`src/rtl/nw_bus_exchanger.sv`:
```
module nw_bus_exchanger #(
  parameter int N = 18
) (
  input  logic         clk_i,
  input  logic         rst_i,
  input  logic         half_sel,
  input  logic         way_b,
  input  logic         drive_n,
  input  logic [N-1:0] a_in,
  input  logic [N-1:0] bl_in,
  input  logic [N-1:0] bh_in,
  output logic [N-1:0] a_out,
  output logic         a_en,
  output logic [N-1:0] bl_out,
  output logic [N-1:0] bh_out,
  output logic         b_en
);

  logic [N-1:0] stage_q;
  logic [N-1:0] lo_q;
  logic [N-1:0] hi_q;
  logic [N-1:0] a_q;
  logic         way_q;

  always_ff @(posedge clk_i) begin
    if (rst_i) begin
      stage_q <= '0;
      lo_q    <= '0;
      hi_q    <= '0;
    end else if (half_sel) begin
      lo_q <= stage_q;
      hi_q <= a_in;
    end else begin
      stage_q <= a_in;
    end
  end

  always_ff @(posedge clk_i) begin
    if (rst_i) begin
      a_q   <= '0;
      way_q <= 1'b0;
    end else begin
      a_q   <= half_sel ? bh_in : bl_in;
      way_q <= way_b;
    end
  end

  assign a_out  = a_q;
  assign bl_out = lo_q;
  assign bh_out = hi_q;
  assign a_en   = !drive_n && !way_q;
  assign b_en   = !drive_n &&  way_q;

endmodule

```
`config.mk`:
```
export PLATFORM = sky130hd
export DESIGN_NAME = nw_bus_exchanger
export DESIGN_NICKNAME = d
export VERILOG_FILES = /design/src/rtl/nw_bus_exchanger.sv
export SDC_FILE = /design/constraint.sdc
export NUM_CORES = 1
export LEC_CHECK = 0
export ABC_AREA = 1
export BUFFER_PORTS_ARGS = -buffer_cell sky130_fd_sc_hd__buf_4
export CORE_UTILIZATION = 46
export CTS_CLUSTER_SIZE = 8
export DETAILED_ROUTE_END_ITERATION = 8
export MAX_ROUTING_LAYER = met4
export PLACE_DENSITY = 0.83
export RECOVER_POWER = 100
export SYNTH_ARGS = -nofsm -noshare
export SYNTH_HDL_FRONTEND = slang
export SYNTH_SLANG_ARGS = --single-unit
```
`constraint.sdc`:
```
create_clock -name clk_i -period 0.8 [get_ports clk_i]
set_clock_uncertainty 0.1 [all_clocks]
set_input_delay 0 -clock clk_i [delete_from_list [all_inputs] [get_ports clk_i]]
set_output_delay 0 -clock clk_i [all_outputs]
set_load 0.005 [all_outputs]
```
==> summary.txt <==
Route
  – Vias: 2821
  – Vias per cell: a little over 5
  – 1st-iter DRT viols: 247
  – DRT antenna net count: 0
  – Avg WL per Cell: about 17 µm
  – Pre-antenna DRT Iters: 5
  – WL final: 9280 µm
  – Final routed DRC violation total: 0

Worst hold path
  – Hold Path Depth: 3
  – Hold path startpoint: rst_i
  – Tightest Hold Check Type: input pin to flop
  – Hold Crit Endpoint: bl_out[12]$_SDFFE_PP0P_

Synthesis
  – Top-count cell post-synth: nor2_1
  – Ys flop type: dfxtp_1
  – Netlist cell types: 13
  – Synth Area in Adders: 0
  – Top post-synthesis cells by count: nor2_1, dfxtp_1, nand2_1, a21oi_1, o21ai_0
  – Post-synthesis sequential area ratio: 0.579
  – Mux contribution to synthesized area: 0
  – Post-Syn Area: 2520 µm²
  – Post-synth top area share: 0.579
  – Seq cells post-synth: 73
  – Most area-consuming cells after synthesis: dfxtp_1, nor2_1, a21oi_1
  – Post-synthesis xor/xnor area fraction: 0
  – Synth Area in Simple Gates: 0.202
  – Avg Cell Area, Syn: 8.47 µm²
  – Number of flops mapped to enable cells by yosys: 0
  – Post-synth ARST share: 0
  – Synthesis Warnings: 0
  – Complex-gate fraction of the synthesized area: 0.143
  – Syn_nets: 357
  – Largest family of logic cells by synthesized area: simple AND/OR/NAND/NOR gates
  – Post-Syn Instances: 298
  – Leading area contributor after synthesis: dfxtp_1

Floorplan
  – Die Y-Extent: 76.1 µm
  – IO Count: ~120
  – # rows: 26
  – Core area: 5200 µm²
  – Chip width: 76.1 µm
  – Initial Utilization: 0.485
  – Die area: 5790 µm²

Critical path
  – Type of the worst setup path: flop to output port
  – Crit-path slowest cell: dfxtp_2
  – Critical Path Sink Type: output port
  – R2R depth: 2
  – Critical R2R Capture: bh_out[2]$_SDFFE_PP0P_
  – Reg-to-Reg Start: bh_out[2]$_SDFFE_PP0P_
  – Max incr delay on CP: 0.33 ns
  – Crit-path max FO: 2
  – CP cell instances: nor2_1 > buf_4
  – WP data required: 0.70 ns
  – Type of origin of the critical path: flop
  – Worst endpoint data arrival time: 0.90 ns
  – FF-to-FF setup slack: -0.03 ns

Clock tree
  – Hold-fix buffers at CTS: between 50 and 60
  – Worst-Skew Late Latency: between 0.3 and 0.4 ns
  – Clk root buf: clkbuf_8
  – Clock transition at the registers of the reported paths: 0.08 ns
  – CTS tree: yes
  – Longest Clk Path Bufs: 2
  – Clock sink count: 73
  – H-tree Lvls: 3
  – Inserted Clock Buffers: 9

GRT
  – Largest net degree at the start of global routing: 32
  – M3 GR Usage: 0.0467
  – Vias in the first global route: 2872
  – GR peak layer: met2
  – Met1 Usage GRT: 0.307
  – Total GRT Usage: 0.314
  – Met2 Track Usage GR: 0.603
  – Initial antenna violation count: 1
  – GR Overflow Total: 0
  – First-pass GRT wire length: between 10000 and 15000 µm

Power
  – Peak VDD IR: roughly 1200 µV
  – Lkg Pwr: 2.00 nW
  – Pwr/cell area: 1810 nW/µm²
  – Tot Pwr: 8.12 mW

STA
  – Final hold viol count: 12
  – Maximum clock rate: 999 MHz
  – Fin crit period: 1.00 ns
  – Final setup margin: -0.201 ns
  – RSZ-0062 raised after global routing: yes
  – Worst hold margin: -0.0869 ns
  – Slew HR: 0.806
  – Worst slew pin tran: 0.291 ns
  – Final setup fails: 61
  – Tcrit/Tclk final: 1.25
  – Max-slew violation count: 0

Placed design
  – HPWL reported at the end of detailed placement: 4440 µm
  – Final Wtd Congestion: 0.789
  – Placed cell area: 3450 µm²
  – PortBufs: 114
  – Worst slack, placed: -0.0513 ns

Cells and area
  – Share of post-route cells with drive strength above 1: 0.424
  – Finished Cell Area: 4500 µm²
  – P&R area growth vs syn: 78.2%
  – Final #Nets: 536

Job
  – Total of max-cap violations: 0

Status
  – Status: finished with violations
  – Failing checks: negative hold slack, negative setup slack
kinds of logic (layout without fill, tap and decap cells):
| family | count (synthesis) | in the layout |
|---|---|---|
| flip-flops | 73 | 73 |
| AO/OA/AOI/OAI | 72 | 72 |
| AND/OR/NAND/NOR | 129 | 129 |
| other | 0 | 1 |
| buffers and inverters | 24 | 207 |
worst max-delay path by stage:
stage | from | end | slack [ns] | depth (start not counted)
6_report | way_q$_SDFF_PP0_ | a_en | -0.20 | 2
5_1_grt | way_q$_SDFF_PP0_ | b_en | -0.23 | 3
4_1_cts | way_q$_SDFF_PP0_ | b_en | -0.18 | 3
3_5_place_dp | half_sel | a_out[16]$_SDFF_PP0_ | -0.05 | 4
3_3_place_gp | half_sel | a_out[14]$_SDFF_PP0_ | 0.02 | 4
2_1_floorplan | bh_out[17]$_SDFFE_PP0P_ | bh_out[17]$_SDFFE_PP0P_ | 0.10 | 2
stage by stage:
stage | TNS (ns) | instances | util | hold WS [ns]
3_3_place_gp | 0 | 474 | 0.663 | 0.105
2_1_floorplan | 0 | 298 | - | -0.0689
4_1_cts | -3.80 | 551 | 0.854 | -0.0844
6_report | -4.41 | 552 | 0.864 | -0.0869
5_1_grt | -5.73 | 552 | 0.864 | -0.0598
3_5_place_dp | -0.0921 | 474 | 0.663 | 0.128
critical path, delay by kind of cell, from the launching register on:
family / cells / cell delay [ns]
buffers and inverters: 1 / 0.13
DFF: 1 / 0.33
and+or+nand+nor: 1 / 0.11
state kept, by name, indices dropped and copies added, names as in the netlist:
register  flops
bl_out       18
bh_out       18
a_out        18
stage_q      18
way_q         1
power by group:
group,switching (mW),internal (mW)
logic,0.574,0.820
clock network,1.33,1.41
registers,0.122,3.86
total,2.03,6.09
final cells by class:
class	count	area [µm²]
diodes	1	2.50
clock buffers	11	131
clock inverters	4	45.0
fillers	262	707
inverters	4	22.5
multi-input cells	201	905
flip-flops and latches	73	1510
well taps	70	87.6
repair buffers	188	1790
cell usage in the layout (no fill, tap or decap), drive strengths merged:
cell type,instances
clkinv,3
clkbuf,30
a21oi,36
dlygate4sd3,55
buf,114
diode,1
o21ai,36
inv,4
nor2,75
bufinv,1
dfxtp,73
nand2,54
layer usage:
| layer | share of wire | up-vias |
|---|---|---|
| met5 | 0 | - |
| met4 | 0.053 | 0 |
| met3 | 0.045 | 42 |
| met2 | 0.55 | 137 |
| met1 | 0.35 | 1329 |
| li1 | - | 1313 |
timing repair:
| item | 4_1_cts | 5_1_grt |
|---|---|---|
| endpoints found under the hold margin | 61 | 12 |
| setup endpoints to repair | 56 | 83 |
| resized for setup | 85 | 50 |
| pin swaps | 0 | 1 |
| setup buffers | 7 | 0 |
No activity file was read; power rests on OpenSTA's default activity.
